[config.mk]
export PLATFORM = sky130hd
export DESIGN_NAME = pwr_ret_bank
export DESIGN_NICKNAME = d
export VERILOG_FILES = /design/src/rtl/pwr_ret_pkg.sv /design/src/rtl/pwr_dom_fsm.sv /design/src/rtl/pwr_func_bank.sv /design/src/rtl/pwr_iso_clamp.sv /design/src/rtl/pwr_ret_bank.sv
export SDC_FILE = /design/constraint.sdc
export NUM_CORES = 1
export LEC_CHECK = 0
export BUFFER_PORTS_ARGS = -buffer_cell sky130_fd_sc_hd__buf_2
export CORE_MARGIN = 5
export CORE_UTILIZATION = 42
export CTS_CLUSTER_DIAMETER = 30
export DETAILED_ROUTE_END_ITERATION = 8
export PLACE_DENSITY = 0.72
export SLEW_MARGIN = 20
export SYNTH_ARGS = -nofsm -noshare
export SYNTH_HDL_FRONTEND = slang
export SYNTH_SLANG_ARGS = --single-unit
[constraint.sdc]
create_clock -name clk -period 1.49 [get_ports clk]
set_input_delay 0.447 -clock clk [delete_from_list [all_inputs] [get_ports clk]]
set_output_delay 0.447 -clock clk [all_outputs]
set_load 0.03 [all_outputs]
[src/rtl/pwr_ret_pkg.sv]
package pwr_ret_pkg;
    typedef enum logic [1:0] {
        DOM_OFF   = 2'd0,
        DOM_RESET = 2'd1,
        DOM_RUN   = 2'd2
    } dom_state_e;
endpackage

[src/rtl/pwr_dom_fsm.sv]
module pwr_dom_fsm
    import pwr_ret_pkg::*;
(
    input  logic       clk,
    input  logic       aon_rst_n,
    input  logic       pwr_good,
    input  logic       dom_rst_n,
    output dom_state_e state,
    output logic       live
);
    dom_state_e state_nxt;

    always_ff @(posedge clk) begin
        if (!aon_rst_n) state <= DOM_OFF;
        else            state <= state_nxt;
    end

    always_comb begin
        state_nxt = state;
        unique case (state)
            DOM_OFF:   if (pwr_good && !dom_rst_n) state_nxt = DOM_RESET;
            DOM_RESET: if (!pwr_good)              state_nxt = DOM_OFF;
                       else if (dom_rst_n)         state_nxt = DOM_RUN;
            DOM_RUN:   if (!pwr_good)              state_nxt = DOM_OFF;
                       else if (!dom_rst_n)        state_nxt = DOM_RESET;
            default:                               state_nxt = DOM_OFF;
        endcase
    end

    always_comb begin
        live = pwr_good && dom_rst_n && (state != DOM_OFF);
    end

    // a powered domain that has not seen a reset stays off
    assert_off_until_reset_R2: assert property (@(posedge clk) disable iff (!aon_rst_n)
        (state == DOM_OFF && dom_rst_n) |=> (state == DOM_OFF));
endmodule

[src/rtl/pwr_func_bank.sv]
module pwr_func_bank #(
    parameter int               WIDTH       = 8,
    parameter logic [WIDTH-1:0] RET_MASK    = 8'h0F,
    parameter logic [WIDTH-1:0] RST_VAL     = 8'h00,
    parameter logic [WIDTH-1:0] CORRUPT_VAL = 8'hA5
) (
    input  logic             clk,
    input  logic             aon_rst_n,
    input  logic             pwr_good,
    input  logic             dom_rst_n,
    input  logic             live,
    input  logic             save_req,
    input  logic             restore_req,
    input  logic             iso_en,
    input  logic             wr_en,
    input  logic [WIDTH-1:0] wr_data,
    output logic [WIDTH-1:0] func_q,
    output logic             seq_err
);
    logic [WIDTH-1:0] shadow;
    logic             do_save;
    logic             do_restore;

    always_comb begin
        do_save    = live && save_req;
        do_restore = live && restore_req && !save_req;
    end

    for (genvar i = 0; i < WIDTH; i++) begin : g_shadow
        if (RET_MASK[i]) begin : g_ret
            logic sh_q;
            always_ff @(posedge clk) begin
                if (!aon_rst_n)   sh_q <= RST_VAL[i];
                else if (do_save) sh_q <= func_q[i];
            end
            assign shadow[i] = sh_q;
        end else begin : g_noret
            assign shadow[i] = RST_VAL[i];
        end
    end

    always_ff @(posedge clk) begin
        if (!aon_rst_n)               func_q <= CORRUPT_VAL;
        else if (!pwr_good)           func_q <= CORRUPT_VAL;
        else if (!dom_rst_n)          func_q <= RST_VAL;
        else if (!live)               func_q <= func_q;
        else if (do_restore)          func_q <= (shadow & RET_MASK) | (func_q & ~RET_MASK);
        else if (wr_en && !iso_en)    func_q <= wr_data;
    end

    always_ff @(posedge clk) begin
        if (!aon_rst_n) seq_err <= 1'b0;
        else            seq_err <= live && save_req && restore_req;
    end

    assert_corrupt_off_R5: assert property (@(posedge clk) disable iff (!aon_rst_n)
        !pwr_good |=> (func_q == CORRUPT_VAL));
    assert_dom_reset_R2: assert property (@(posedge clk) disable iff (!aon_rst_n)
        (pwr_good && !dom_rst_n) |=> (func_q == RST_VAL));
    assert_save_capture_R7: assert property (@(posedge clk) disable iff (!aon_rst_n)
        (live && save_req) |=> ((shadow & RET_MASK) == ($past(func_q) & RET_MASK)));
    assert_restore_keeps_R8: assert property (@(posedge clk) disable iff (!aon_rst_n)
        (live && restore_req && !save_req) |=> ((func_q & ~RET_MASK) == $past(func_q & ~RET_MASK)));
    assert_shadow_hold_R10: assert property (@(posedge clk) disable iff (!aon_rst_n)
        !live |=> $stable(shadow));
    assert_seq_err_R11: assert property (@(posedge clk) disable iff (!aon_rst_n)
        (live && save_req && restore_req) |=> seq_err);
endmodule

[src/rtl/pwr_iso_clamp.sv]
module pwr_iso_clamp #(
    parameter int               WIDTH     = 8,
    parameter logic [WIDTH-1:0] CLAMP_VAL = 8'h81
) (
    input  logic             iso_en,
    input  logic [WIDTH-1:0] func_q,
    output logic [WIDTH-1:0] q_out
);
    for (genvar i = 0; i < WIDTH; i++) begin : g_clamp
        assign q_out[i] = iso_en ? CLAMP_VAL[i] : func_q[i];
    end
endmodule

[src/rtl/pwr_ret_bank.sv]
module pwr_ret_bank
    import pwr_ret_pkg::*;
#(
    parameter int               WIDTH       = 8,
    parameter logic [WIDTH-1:0] RET_MASK    = 8'h0F,
    parameter logic [WIDTH-1:0] RST_VAL     = 8'h00,
    parameter logic [WIDTH-1:0] CORRUPT_VAL = 8'hA5,
    parameter logic [WIDTH-1:0] CLAMP_VAL   = 8'h81
) (
    input  logic             clk,
    input  logic             aon_rst_n,
    input  logic             pwr_good,
    input  logic             dom_rst_n,
    input  logic             save_req,
    input  logic             restore_req,
    input  logic             iso_en,
    input  logic             wr_en,
    input  logic [WIDTH-1:0] wr_data,
    output logic [WIDTH-1:0] q_out,
    output logic             seq_err
);
    dom_state_e       dom_state;
    logic             live;
    logic [WIDTH-1:0] func_q;

    pwr_dom_fsm u_fsm (
        .clk       (clk),
        .aon_rst_n (aon_rst_n),
        .pwr_good  (pwr_good),
        .dom_rst_n (dom_rst_n),
        .state     (dom_state),
        .live      (live)
    );

    pwr_func_bank #(
        .WIDTH       (WIDTH),
        .RET_MASK    (RET_MASK),
        .RST_VAL     (RST_VAL),
        .CORRUPT_VAL (CORRUPT_VAL)
    ) u_bank (
        .clk         (clk),
        .aon_rst_n   (aon_rst_n),
        .pwr_good    (pwr_good),
        .dom_rst_n   (dom_rst_n),
        .live        (live),
        .save_req    (save_req),
        .restore_req (restore_req),
        .iso_en      (iso_en),
        .wr_en       (wr_en),
        .wr_data     (wr_data),
        .func_q      (func_q),
        .seq_err     (seq_err)
    );

    pwr_iso_clamp #(
        .WIDTH     (WIDTH),
        .CLAMP_VAL (CLAMP_VAL)
    ) u_clamp (
        .iso_en (iso_en),
        .func_q (func_q),
        .q_out  (q_out)
    );

    // a held isolation keeps the crossing outputs frozen
    assert_iso_stable_R6: assert property (@(posedge clk) disable iff (!aon_rst_n)
        (iso_en && $past(iso_en)) |-> $stable(q_out));
    // with power gone, the clamp-free output cannot pick up write data
    assert_no_write_off_R4: assert property (@(posedge clk) disable iff (!aon_rst_n)
        (!pwr_good && !iso_en && $past(!pwr_good)) |-> (q_out == CORRUPT_VAL));
endmodule

Word level (Yosys, flattened, before mapping):

Index checks and enable logic that the tools add are counted.

* register bits: 15
* bits of input ports: 16
* output and inout bits: 9

* equal/unequal tests: 7
* mux-type cells: 18
* bitwise logic cells: 1
* reduce and logical (&&, ||, !) cells: 19

Operators with widths (count)
* 2-to-1 mux 8 bit: 4
* 2-to-1 mux 2 bit: 5
* logical AND 1 bit: 8
* 2-to-1 mux 1 bit: 8
* bitwise OR 4 x 8 -> 8 bit: 1
* != test 3 bit, second input constant: 2
* one-hot mux 2 bit (3 select lines): 1
* AND reduction 2 bit: 3
* AND reduction 3 bit: 2
* != test 2 x 1 -> 1 bit, second input constant: 2
* nonzero test 2 bit: 2
* zero test 1 bit: 3
* != test 3 x 1 -> 1 bit, second input constant: 1
* equality test 2 x 1 -> 1 bit, second input constant: 1
* equality test 2 bit, second input constant: 1
* zero test 2 bit: 1

Longest topological paths before layout:

* depth in word-level cells: 7
* mapped depth: 6

Modules after synthesis:

A second synthesis with hierarchy kept.

* cells, all modules: 86
* area total of the unflattened synthesis: 759.5 sq um

Modules (own cells, without submodules)
* pwr_func_bank: times used 1, cells each 70, area an instance 630.6 sq um, sequential area each 260.2 sq um
* pwr_dom_fsm: times used 1, cells each 8, area an instance 78.8 sq um, sequential area each 40.0 sq um
* pwr_iso_clamp: times used 1, cells each 8, area an instance 50.0 sq um, sequential area each 0.0 sq um

Worst setup path after synthesis:

No wires, ideal clock.

* path kind: input to register
* from: input save_req
* to: register u_bank.func_q[5]
* library setup time: 0.120 ns
* arrival time: 1.348 ns
* required time: 1.370 ns
* setup slack: 0.023 ns
* stages: 5
* buffers on the path: 2
* path through: clkbuf_2 -> nand2b_1 -> and3_1 -> buf_4 -> a211o_1

* cells in the longest elaborated chain, start to end: 5

Ends and longest elaborated chain
* start, declared: RTL line pwr_ret_bank.sv:14 `input logic save_req,`
* zero test 1 bit (*): RTL line pwr_func_bank.sv:26 `do_restore = live && restore_req && !save_req;`
* logical AND 1 bit (*): RTL line pwr_func_bank.sv:26
* 2-to-1 mux 8 bit: RTL line pwr_func_bank.sv:47 `else if (do_restore) func_q <= (shadow & RET_MASK) | (func_q & ~RET_MASK);`
* 2-to-1 mux 8 bit: RTL line pwr_func_bank.sv:46 `else if (!live) func_q <= func_q;`
* 2-to-1 mux 8 bit: RTL line pwr_func_bank.sv:45 `else if (!dom_rst_n) func_q <= RST_VAL;`
* end signal, assigned: RTL line pwr_func_bank.sv:46
* end signal, assigned: RTL line pwr_func_bank.sv:47
* end signal, assigned: RTL line pwr_func_bank.sv:48 `else if (wr_en && !iso_en) func_q <= wr_data;`
* end, declared: RTL line pwr_func_bank.sv:17 `output logic [WIDTH-1:0] func_q,`

Every way passes the cells marked *; elsewhere a longest branch is shown, timed or not. The select of a mux whose other input is x is not followed.
A chain may end at the register's enable or synchronous reset.

Final worst setup path:

* from: input iso_en
* to: output q_out[3]

* cells in the longest elaborated chain, start to end: 1

Ends and longest elaborated chain
* start, declared: RTL line pwr_ret_bank.sv:16 `input logic iso_en,`
* 2-to-1 mux 1 bit: RTL line pwr_iso_clamp.sv:10 `assign q_out[i] = iso_en ? CLAMP_VAL[i] : func_q[i];`
* end, declared: RTL line pwr_ret_bank.sv:19 `output logic [WIDTH-1:0] q_out,`

No other way between the ends.

==> flow_summary.rst <==
.. list-table::
   :header-rows: 1

   * - Metric
     - Value
   * - Worst relative slew slack
     - 78.21%
   * - Placement row count
     - 14
   * - Count of yosys warnings during synthesis
     - 0
   * - Clock sink count
     - 15
   * - Detailed-router iteration count before antenna repair
     - 4
   * - Pwr Density
     - 799.3 nW/um^2
   * - Initial DRC Count
     - 14
   * - Count of endpoints failing setup in the final report
     - 0
   * - Post-DRT Antenna Nets
     - 0
   * - Global placement routability congestion
     - roughly 0.76
   * - I/O Buffers
     - 24
   * - Maximum count of clock buffers along a single path
     - 2
   * - Most area-consuming cells after synthesis
     - sky130_fd_sc_hd__dfxtp_1, sky130_fd_sc_hd__nor2b_1, sky130_fd_sc_hd__nand2_1
   * - Combinational share of power
     - 15.0%
   * - Average vias per placed instance
     - 5.068
   * - Clk network pwr share
     - 29.9%
   * - Data arrival time at the worst-slack endpoint
     - around 1.0 ns
   * - Hold buffer count at CTS
     - 0
   * - Type of the worst setup path
     - input pin to primary output
   * - Netlist Area Pre-Place
     - slightly below 700 sq um
   * - Max Clock Skew
     - 0.006667 ns
   * - Final routed wire length divided by cell count
     - 12.35 um
   * - Final HPWL from detailed placement
     - ~1.3 mm
   * - Fraction of synthesized cell area taken by the top area cell type
     - between 40% and 50%
   * - Antenna diode count
     - 0
   * - Worst slew pin tran
     - 0.3246 ns
   * - Commonest non-fill, non-tap cells in the layout
     - sky130_fd_sc_hd__buf_2, sky130_fd_sc_hd__buf_4, sky130_fd_sc_hd__nand2_1, sky130_fd_sc_hd__dfxtp_1, sky130_fd_sc_hd__nor2_1
   * - Total vias in the final route
     - 669
   * - Synth area leader
     - sky130_fd_sc_hd__dfxtp_1
   * - Clock slew seen by the registers of the worst setup and hold paths
     - 0.09 ns
   * - Number of global-route vias before repair
     - between 600 and 700
   * - Max Clock Freq
     - just under 700 MHz
   * - Internal power
     - around 0.57 mW
   * - Instance count of the mapped netlist
     - 80
   * - Final net count
     - 133
   * - Fin cells
     - 132
   * - Number of nets produced by synthesis
     - 96
   * - Overall overflow remaining after global route
     - 0
   * - Remaining DRCs
     - 0
   * - RSZ-0062 raised after global routing
     - true
   * - Pin count of the biggest net entering global routing
     - 9
   * - I/O pins
     - 25
   * - Register area share after synthesis
     - 44.04%
   * - Overall die area
     - 2530 sq um
   * - Distinct cells, synth
     - 23
   * - Yosys reg bits
     - 15
   * - Final worst path period share
     - 98.26%
   * - Floorplan core area
     - 1524 sq um
   * - Status
     - complete, no violations
   * - H-tree Lvls
     - 1
   * - GRT Resource Usage Total
     - 13.89%
   * - Final WL
     - 1.630 mm
   * - Register-to-register path setup slack
     - 0.14 ns
   * - Total power
     - 0.7511 mW
   * - Final number of hold-violating endpoints
     - 0
   * - TritonCTS clock tree
     - done
   * - Maximum fanout along the worst path
     - 6
   * - DP Area
     - between 800 and 900 sq um
   * - Vertical extent of the die
     - 50.30 um
   * - Most common cell after layout, fill and taps aside
     - sky130_fd_sc_hd__buf_2
   * - Switching share of total power
     - 24.05%
   * - Fill cells
     - ~140
   * - Worst hold-check path type
     - input pin to flop
   * - Reg power frac
     - a little under three fifths
   * - Switching power
     - 0.1806 mW
   * - Startpoint type of the worst setup path
     - input pin
   * - Max-capacitance violation count
     - 0
   * - Tmin final
     - roughly 1.5 ns
   * - Post-route design area
     - 939.7 sq um
   * - Dpl cells
     - 127
   * - Crit path required time
     - 1.04 ns
   * - Wire length of the first global-routing pass
     - about 2.8 mm
   * - Initial antenna violation count
     - 0
   * - Area added between synthesis and finish
     - 37.80%
   * - Starting Density
     - 44.75%
   * - VDD IR max
     - 500.0 uV
   * - Critical path capture point type
     - primary output
   * - Insertion delay to the later sink of the worst-skew pair
     - 0.28 ns
   * - Clock root buffer
     - sky130_fd_sc_hd__clkbuf_4
   * - Pins Over Slew Limit
     - 0
   * - Cts bufs inserted
     - 3
   * - Floorplan die width
     - roughly 50 um
   * - Share of final-layout standard cells stronger than drive strength 1
     - a little under two fifths
   * - Mean instance size in the synthesized netlist
     - about 8.5 sq um
   * - Static Leak
     - 0.4103 nW
## cells in the mapped netlist (all sizes together)
| cell type | instances |
|---|---|
| a2bb2oi | 2 |
| nand2 | 13 |
| a21oi | 4 |
| dfxtp | 15 |
| o211a | 1 |
| o21ai | 4 |
| nand3 | 5 |
| nor2 | 8 |
| nand2b | 1 |
| buf | 2 |
| a311o | 2 |
| xnor2 | 1 |
| clkbuf | 1 |
| or2 | 2 |
| mux2i | 2 |
| and3 | 1 |
| a211oi | 1 |
| a211o | 2 |
| nor3b | 1 |
| nor2b | 8 |
| a21boi | 4 |
## registers in the layout, indices dropped and copies added (netlist names)
register,cells
u_bank.func_q,8
u_bank.g_shadow.g_ret.sh_q,4
u_fsm.state,2
u_bank.seq_err,1
## per-stage QoR
| stage | worst slack, ns | utilization (%) | hold WS (ns) | TNS, ns |
|---|---|---|---|---|
| floorplan | 0.02251 | - | 0.4403 | 0 |
| detailed placement | -0.1088 | 57.31 | 0.4599 | -0.2801 |
| finish | 0.02594 | 61.66 | 0.3621 | 0 |
| CTS | 0.01321 | 61.00 | 0.3582 | 0 |
| global placement | -0.08389 | 57.31 | 0.4526 | -0.2136 |
| global route | -0.007338 | 61.66 | 0.3541 | -0.007338 |
## final cells by class
| class | count | area, sq um | share of cell area (%) |
|---|---|---|---|
| multi-input cells | 62 | 365.4 | 38.88 |
| repair buffers | 35 | 225.2 | 23.97 |
| well taps | 16 | 20.02 | 2.130 |
| flip-flops and latches | 15 | 302.8 | 32.22 |
| clock buffers | 4 | 26.28 | 2.796 |
## metal layers
layer / global-route usage (%) / up-vias / wire [um]
met1: 16.70 / 308 / 714
li1: - / 350 / -
met4: 2.553 / 0 / 0
met5: 0 / - / 0
met2: 23.22 / 11 / 838
met3: 5.917 / 0 / 77
## critical path, cell delays in order
cell and delay (ns):
sky130_fd_sc_hd__buf_2 0.14, sky130_fd_sc_hd__buf_4 0.14, sky130_fd_sc_hd__nor2b_1 0.09, sky130_fd_sc_hd__buf_2 0.20
## kinds of logic after synthesis
kind of cell,after synthesis,synth area share [%]
simple gates,39,27.34
compound gates,20,20.92
flops,15,44.04
buf+inv,3,3.486
mux,2,2.936
xor+xnor,1,1.285
## power groups by stage
stage	Combinational, mW	Clock [mW]	Sequential [mW]
finish	0.113	0.224	0.414
floorplan	0.0504	0	0.421
global placement	0.103	0	0.422
detailed placement	0.106	0	0.423
CTS	0.113	0.236	0.414
global route	0.123	0.264	0.415
## repair_timing
| action | in CTS | in global routing |
|---|---|---|
| setup endpoints to repair | 3 | 4 |
| resized for setup | 9 | 7 |
| gates cloned | 0 | 0 |
| setup buffers | 1 | 0 |
## path summary, 6_finish.rpt
| path | startpoint | to | depth (start not counted) |
|---|---|---|---|
| worst max-delay path | iso_en | q_out[3] | 4 |
| worst min-delay path | wr_data[5] | u_bank.func_q[5] | 2 |
| worst min register to register | u_bank.g_shadow[3].g_ret.sh_q | u_bank.g_shadow[3].g_ret.sh_q | 2 |
| worst max register to register | u_fsm.state[1] | u_bank.func_q[7] | 4 |
Note: power is estimated with default switching activity, not from simulation.
